## config.mk

```make
export PLATFORM = sky130hd
export DESIGN_NAME = irq_select_unit
export DESIGN_NICKNAME = d
export VERILOG_FILES = /design/src/rtl/irq_route_pkg.sv /design/src/rtl/irq_route_ctrl.sv /design/src/rtl/irq_route_core.sv /design/src/rtl/irq_select_unit.sv
export SDC_FILE = /design/constraint.sdc
export NUM_CORES = 2
export LEC_CHECK = 0
export ABC_AREA = 1
export ABC_CLOCK_PERIOD_IN_PS = 5600
export BUFFER_PORTS_ARGS = -buffer_cell sky130_fd_sc_hd__buf_2
export CAP_MARGIN = 15
export CORE_ASPECT_RATIO = 2
export CORE_MARGIN = 1
export CORE_UTILIZATION = 50
export CTS_CLUSTER_DIAMETER = 100
export DETAILED_ROUTE_END_ITERATION = 16
export PLACE_DENSITY = 0.66
export SYNTH_ARGS = -nofsm -noshare
export SYNTH_HDL_FRONTEND = slang
export SYNTH_SLANG_ARGS = --single-unit
```

## constraint.sdc

```tcl
create_clock -name clk -period 5.6 [get_ports clk]
set_input_delay 0.84 -clock clk [delete_from_list [all_inputs] [get_ports clk]]
set_output_delay 0.84 -clock clk [all_outputs]
set_load 0.1 [all_outputs]
```

## src/rtl/irq_route_pkg.sv

```systemverilog
package irq_route_pkg;
  localparam int CFG_W        = 32;
  localparam int SRC_IDX_W    = 6;
  localparam int IRQ_ROUTE    = 5;
  localparam int FIQ_ROUTE    = 6;
  localparam int SEL_PEND_BIT = 6;

  // control -> datapath: one configuration write strobe
  typedef struct packed {
    logic                 wrEn;
    logic [SRC_IDX_W-1:0] idx;
    logic [CFG_W-1:0]     data;
  } cfgStrobe_t;
endpackage

```

## src/rtl/irq_route_ctrl.sv

```systemverilog
module irq_route_ctrl
  import irq_route_pkg::*;
#(
  parameter int NUM_SRC    = 64,
  parameter int ADDR_W     = 12,
  parameter int SEL_OFFSET = 'h104
) (
  input  logic                 busSel,
  input  logic                 busWr,
  input  logic [ADDR_W-1:0]    busAddr,
  input  logic [CFG_W-1:0]     busWdata,
  input  logic [CFG_W-1:0]     cfgRead [NUM_SRC],
  input  logic                 selPend,
  input  logic [SRC_IDX_W-1:0] selNum,
  output cfgStrobe_t           strobe,
  output logic [CFG_W-1:0]     busRdata
);
  localparam int WORD_W = ADDR_W - 2;
  localparam logic [WORD_W-1:0] NUM_WORDS = WORD_W'(NUM_SRC);
  localparam logic [WORD_W-1:0] SEL_WORD  = WORD_W'(SEL_OFFSET >> 2);

  logic [WORD_W-1:0] wordIdx;
  logic              isCfg;
  logic              isSel;

  assign wordIdx = busAddr[ADDR_W-1:2];
  assign isCfg   = wordIdx < NUM_WORDS;
  assign isSel   = wordIdx == SEL_WORD;

  always_comb begin
    strobe.wrEn = busSel && busWr && isCfg;
    strobe.idx  = wordIdx[SRC_IDX_W-1:0];
    strobe.data = busWdata;
  end

  always_comb begin
    busRdata = '0;
    if (busSel && !busWr) begin
      if (isCfg) begin
        busRdata = cfgRead[wordIdx[SRC_IDX_W-1:0]];
      end else if (isSel) begin
        busRdata[SEL_PEND_BIT]    = selPend;
        busRdata[SRC_IDX_W-1:0]   = selNum;
      end
    end
  end
endmodule

```

## src/rtl/irq_route_core.sv

```systemverilog
module irq_route_core
  import irq_route_pkg::*;
#(
  parameter int NUM_SRC = 64
) (
  input  logic                 clk,
  input  logic                 rstN,
  input  cfgStrobe_t           strobe,
  input  logic [NUM_SRC-1:0]   srcIn,
  output logic [CFG_W-1:0]     cfgRead [NUM_SRC],
  output logic [NUM_SRC-1:0]   routeIrq,
  output logic [NUM_SRC-1:0]   routeFiq,
  output logic                 irqOut,
  output logic                 fiqOut,
  output logic                 selPend,
  output logic [SRC_IDX_W-1:0] selNum
);
  logic [NUM_SRC-1:0]   pendIrq;
  logic [NUM_SRC-1:0]   pendFiq;
  logic [SRC_IDX_W-1:0] winIdx;

  for (genvar g = 0; g < NUM_SRC; g++) begin : gSrc
    logic [CFG_W-1:0] cfgWord;
    always_ff @(posedge clk or negedge rstN) begin
      if (!rstN) begin
        cfgWord <= '0;
      end else if (strobe.wrEn && strobe.idx == SRC_IDX_W'(g)) begin
        cfgWord <= strobe.data;
      end
    end
    assign cfgRead[g]  = cfgWord;
    assign routeIrq[g] = cfgWord[IRQ_ROUTE];
    assign routeFiq[g] = cfgWord[FIQ_ROUTE];
  end

  assign pendIrq = srcIn & routeIrq;
  assign pendFiq = srcIn & routeFiq;

  // lowest index wins: scan downward so the last hit is the smallest
  always_comb begin
    winIdx = '0;
    for (int i = NUM_SRC - 1; i >= 0; i--) begin
      if (pendIrq[i]) winIdx = SRC_IDX_W'(i);
    end
  end

  always_ff @(posedge clk or negedge rstN) begin
    if (!rstN) begin
      irqOut  <= 1'b0;
      fiqOut  <= 1'b0;
      selPend <= 1'b0;
      selNum  <= '0;
    end else begin
      irqOut  <= |pendIrq;
      fiqOut  <= |pendFiq;
      selPend <= |pendIrq;
      selNum  <= winIdx;
    end
  end
endmodule

```

## src/rtl/irq_select_unit.sv

```systemverilog
module irq_select_unit
  import irq_route_pkg::*;
#(
  parameter int NUM_SRC    = 64,
  parameter int ADDR_W     = 12,
  parameter int SEL_OFFSET = 'h104
) (
  input  logic               clk,
  input  logic               rstN,
  input  logic               busSel,
  input  logic               busWr,
  input  logic [ADDR_W-1:0]  busAddr,
  input  logic [31:0]        busWdata,
  output logic [31:0]        busRdata,
  input  logic [NUM_SRC-1:0] srcIn,
  output logic               irqOut,
  output logic               fiqOut
);
  cfgStrobe_t           strobe;
  logic [CFG_W-1:0]     cfgRead [NUM_SRC];
  logic [NUM_SRC-1:0]   routeIrq;
  logic [NUM_SRC-1:0]   routeFiq;
  logic                 selPend;
  logic [SRC_IDX_W-1:0] selNum;

  irq_route_ctrl #(.NUM_SRC(NUM_SRC), .ADDR_W(ADDR_W), .SEL_OFFSET(SEL_OFFSET)) u_ctrl (
    .busSel(busSel), .busWr(busWr), .busAddr(busAddr), .busWdata(busWdata),
    .cfgRead(cfgRead), .selPend(selPend), .selNum(selNum),
    .strobe(strobe), .busRdata(busRdata)
  );

  irq_route_core #(.NUM_SRC(NUM_SRC)) u_core (
    .clk(clk), .rstN(rstN), .strobe(strobe), .srcIn(srcIn),
    .cfgRead(cfgRead), .routeIrq(routeIrq), .routeFiq(routeFiq),
    .irqOut(irqOut), .fiqOut(fiqOut), .selPend(selPend), .selNum(selNum)
  );
endmodule

```

# After elaboration in Yosys (flattened, before gate mapping)
# Cells that the tools add are included.
dict set report totals {
  reg_bits 2056
  output_inout_bits 34
  wordCells 278
}
dict set report op_classes {
  n_lt_le_gt_ge 2
  n_eq_ne 64
  n_mux 71
  bitwise 3
  n_reduce_logical 71
}
# operator count
set ops {}
lappend ops {{$mux W6} 64}
lappend ops {{$bmux W32 S6} 1}
lappend ops {{$eq A6 B6 Y1 const B} 32}
lappend ops {{$and A64 B64 Y64} 2}
lappend ops {{$reduce_or A64 Y1} 2}
lappend ops {{$eq A6 B5 Y1 const B} 16}
lappend ops {{$mux W32} 3}
lappend ops {{$logic_and A1 B1 Y1} 67}
lappend ops {{$eq A6 B4 Y1 const B} 8}
lappend ops {{$mux W25} 1}
lappend ops {{$eq A6 B3 Y1 const B} 4}
lappend ops {{$mux W7} 2}
lappend ops {{$eq A6 B2 Y1 const B} 2}
lappend ops {{$eq A10 B7 Y1 const B} 1}
lappend ops {{$lt A10 B7 Y1 const B} 1}
lappend ops {{$ge A7 B7 Y1 const B} 1}
lappend ops {{$not A6 Y7} 1}
lappend ops {{$eq A6 B1 Y1 const B} 1}
lappend ops {{$logic_not A6 Y1} 1}
lappend ops {{$logic_not A1 Y1} 1}

# Depth between registers and ports, before layout
dict set report depth {
  depth_word 65
  mapped_depth 64
  mapped_depth_nobuf 64
}

# Cells and area by module
# From an unflattened synthesis, not the netlist that was laid out.
dict set report hier_totals {
  cells_unflattened 12851
  hier_area_um2 97962.7
}
# mod instances cells_each area_each_um2
set by_module_without_submodules {}
lappend by_module_without_submodules {irq_route_core 1 7305 74407.6}
lappend by_module_without_submodules {irq_route_ctrl 1 5546 23555.1}

# Worst setup path before layout
# Ideal clock, no wire load.
dict set report synth_path {
  path_kind {input to output}
  start {input port busAddr[2]}
  end {output port busRdata[0]}
  arrival_time_ns 4.352
  required_ns 4.760
  slack_ns 0.408
  path_stages 12
  n_path_buf 4
  cell_sequence {clkbuf_1 > inv_2 > nor2_1 > clkbuf_1 > clkbuf_1 > buf_1 > a22oi_1 > a31oi_1 > nor4_1 > o22ai_1 > o21ai_1 > a21oi_1}
}
dict set report synth_via {
  elab_chain_cells 6
  word_cells_on_any_way 9
}
# element line
set synth_lines {}
lappend synth_lines {{start, declared} irq_select_unit.sv:12} ;# input logic [ADDR_W-1:0] busAddr,
lappend synth_lines {{$not A6 Y7 (not written as such)} irq_route_ctrl.sv:40} ;# busRdata = cfgRead[wordIdx[SRC_IDX_W-1:0]];
lappend synth_lines {{$bmux W32 S6} irq_route_ctrl.sv:40}
lappend synth_lines {{$mux W32 (not written as such) (2 in a row)} irq_route_ctrl.sv:40}
lappend synth_lines {{$mux W7 *} irq_route_ctrl.sv:39} ;# if (isCfg) begin
lappend synth_lines {{$mux W32 *} irq_route_ctrl.sv:38} ;# if (busSel && !busWr) begin
lappend synth_lines {{end, declared} irq_select_unit.sv:14} ;# output logic [31:0] busRdata,
# Every way passes the cells marked *; elsewhere a longest branch is shown, timed or not. The select of a mux whose other input is x is not followed.

# Worst setup path in the final report
dict set report layout_path {
  start {input port busAddr[2]}
  end {output port busRdata[4]}
}
# The elaborated chain is that of the path after synthesis.

==> flow_metrics.env <==
export IMPL_design_die_area_um2=179900
export IMPL_synth_main_ff_cell="dfrtp_1"
export IMPL_clockBufferDepth=4
export IMPL_synth_seq_cells=2056
export IMPL_p_int_uw=23080
export IMPL_worstSkewPairLatency_ns=0.83
export IMPL_ctsHoldBuffers=1
export IMPL_dieWidth_um=300.4
export IMPL_wl_per_cell_um=25.77
export IMPL_clkPwrFrac_pct=44.7
export IMPL_p_sw_uw=7243
export IMPL_async_flop_share_pct=100.0
export IMPL_row_count=218
export IMPL_drt_iter0_markers=9209
export IMPL_grt_antenna_before_repair=12
export IMPL_outcome="complete, no violations"
export IMPL_max_freq_mhz=190.7
export IMPL_crit_arrival_ns=4.40
export IMPL_fin_setup_tns_ns=0
export IMPL_leakagePower_uw=0.04187
export IMPL_grt_max_degree=183
export IMPL_io_pins=146
export IMPL_synth_nets=10040
export IMPL_start_util_pct=50.46
export IMPL_clock_sinks=2056
export IMPL_grt_overflow_total=0
export IMPL_final_common_cell="nand2_1"
export IMPL_p_comb_share_pct=5.7
export IMPL_drive_above_1_share_pct=8.552
export IMPL_post_cts_buffers=0
export IMPL_cts_buffers=185
export IMPL_chipHeight_um=598.8
export IMPL_nFillCells=15530
export IMPL_drtPass1Iterations=6
export IMPL_dp_hpwl_um=174700
export IMPL_start_kind="primary input"
export IMPL_coreArea_um2=176500
export IMPL_syn_cell_area_um2=89040
export IMPL_gp_routability_congestion=0.9376
export IMPL_yosysUniqueCellTypes=38
export IMPL_rsz0062_at_grt="false"
export IMPL_avgSynthCellArea_um2=8.971
export IMPL_clk_pin_slew_worst_paths_ns=0.07
export IMPL_seq_area_frac_synth_pct=57.78
export IMPL_finalCriticalPeriod_ns=5.244
export IMPL_io_buffer_count=143
export IMPL_drv_slew=0
export IMPL_relSlewSlack_pct=10.99
export IMPL_crit_path_end_kind="output pin"
export IMPL_peakVddDrop_uv=238.2
export IMPL_setup_viol=0
export IMPL_area_growth_pct=10.95
export IMPL_track_usage_pct=34.40
export IMPL_yosys_warnings=0
export IMPL_grt_pass1_vias=74770
export IMPL_vias=76520
export IMPL_p_per_area_nw_per_um2=306.9
export IMPL_antenna_left=0
export IMPL_vias_per_cell=6.384
export IMPL_fin_skew_ns=0.01547
export IMPL_hold_depth=3
export IMPL_worstHoldPathType="in -> reg"
export IMPL_critPathMaxFanout=129
export IMPL_min_period_over_period_pct=93.64
export IMPL_synth_edf_count=0
export IMPL_htreeDepth=4
export IMPL_drv_cap=0
export IMPL_final_hold_viol_count=0
export IMPL_drt_wl_total_um=308900
export IMPL_drcViolationCount=0
export IMPL_ff2ff_path_depth=64
export IMPL_hold_slack_ns=0.2557
export IMPL_cts_root_buffer="clkbuf_16"
export IMPL_worstPathRequired_ns=4.76
export IMPL_cts_tree="yes"
export IMPL_worstMarginPinSlew_ns=1.301
export IMPL_seq_power_share_pct=49.6
export IMPL_grt_pass1_wl_um=469500
export IMPL_synth_cells=9926
export IMPL_final_cell_mix="nand2_1 (2271), dfrtp_1 (2056), o21ai_1 (1939)"
export IMPL_nNetsFinal=9648
export IMPL_placed_cell_area_um2=92360
export IMPL_switching_share_pct=23.89
export IMPL_crit_type="in -> out"
export IMPL_design_area_um2=98790
export IMPL_cts_repair_resize_count=0
==> state kept, by name, indices dropped and copies added, names as in the netlist <==
name and flops:
u_core.gSrc.cfgWord 2048, u_core.selNum 6, u_core.fiqOut 1, u_core.selPend 1
==> cell type report <==
| type | instances | area, um^2 | share of cell area, % |
|---|---|---|---|
| Antenna cell | 6 | 15.01 | 0.01520 |
| Clock buffer | 263 | 5468 | 5.535 |
| Clock inverter | 58 | 870.8 | 0.8815 |
| Inverter | 126 | 488.0 | 0.4939 |
| Multi-Input combinational cell | 6762 | 33820 | 34.24 |
| Sequential cell | 2056 | 51450 | 52.08 |
| Tap cell | 2310 | 2890 | 2.926 |
| Timing Repair Buffer | 405 | 3789 | 3.835 |
==> synthesized netlist by cell type (all sizes together) (3+ instances only) <==
cell     number  area (um^2)
nor4         55        344.1
o31ai         3        22.52
a221oi        5        43.79
o21ai      2056        10290
a22oi       510         3829
a31oi       447         2796
dfrtp      2056        51450
o211ai       65        488.0
nor2        121        454.2
a211oi       14        105.1
buf          60        226.5
a21oi         5        28.78
nand4        16        100.1
or4          16        120.1
a2111oi      55        481.7
inv         125        469.2
a2111o        8        90.09
nor3          5        25.02
clkbuf      922         3461
o22ai        40        250.2
nand2      2359         9005
nand3       970         4855
==> critical path: stages <==
cell       delay (ns)
buf_8            0.18
inv_8            0.29
nor2_4           0.10
buf_12           0.24
a22oi_1          0.36
a31oi_1          0.15
a2111oi_0        1.12
nor2_1           0.07
nor3_1           0.25
o21ai_1          0.20
buf_12           0.24
==> logic make-up (layout without fill, tap and decap cells) <==
| logic type | count (synthesis) | count (layout) | synth area share, % |
|---|---|---|---|
| buffers and inverters | 1108 | 852 | 4.672 |
| AO/OA/AOI/OAI | 3219 | 3219 | 20.80 |
| AND/OR/NAND/NOR | 3543 | 3543 | 16.75 |
| flip-flops | 2056 | 2056 | 57.78 |
| other | 0 | 6 | 0 |
==> per-stage QoR <==
step	util [%]	power, uW	setup WS (ns)	instances
after floorplan	-	16060	0.4081	9926
after global placement	52.34	16990	0.6218	11650
after detailed placement	52.34	17010	0.6051	11650
after CTS	55.93	30400	0.6071	11980
after global routing	55.97	31060	0.3468	11980
final	55.98	30320	0.3564	11990
==> per-layer routing <==
metal	track usage (%)	up-vias	share of wire, %
met5	0	-	0.023
met4	19.17	10	6.1
li1	-	33990	-
met1	43.01	37370	37
met2	56.61	4145	48
met3	5.758	1001	8.9
==> power groups by stage <==
stage          clock network (uW)  logic (uW)  registers [uW]
2_1_floorplan                   0         749           15300
5_1_grt                     14200        1840           15000
4_1_cts                     13700        1700           15000
3_5_place_dp                    0        1690           15300
6_report                    13600        1730           15000
3_3_place_gp                    0        1670           15300
==> path summary, 6_finish.rpt <==
kind                                                              start                                      end  slack (ns)
worst max-delay path                                         busAddr[2]                              busRdata[4]        0.36
worst min-delay path                                       busWdata[11]   u_core.gSrc[6].cfgWord[11]$_DFFE_PN0P_        0.26
worst max register to register   u_core.gSrc[63].cfgWord[5]$_DFFE_PN0P_               u_core.selNum[0]$_DFF_PN0_        1.55
worst min register to register  u_core.gSrc[54].cfgWord[12]$_DFFE_PN0P_  u_core.gSrc[54].cfgWord[12]$_DFFE_PN0P_        0.49
max in group asynchronous                                          rstN   u_core.gSrc[4].cfgWord[31]$_DFFE_PN0P_        3.28
min in group asynchronous                                          rstN   u_core.gSrc[62].cfgWord[4]$_DFFE_PN0P_        0.47
Note: power is estimated with default switching activity, not from simulation.
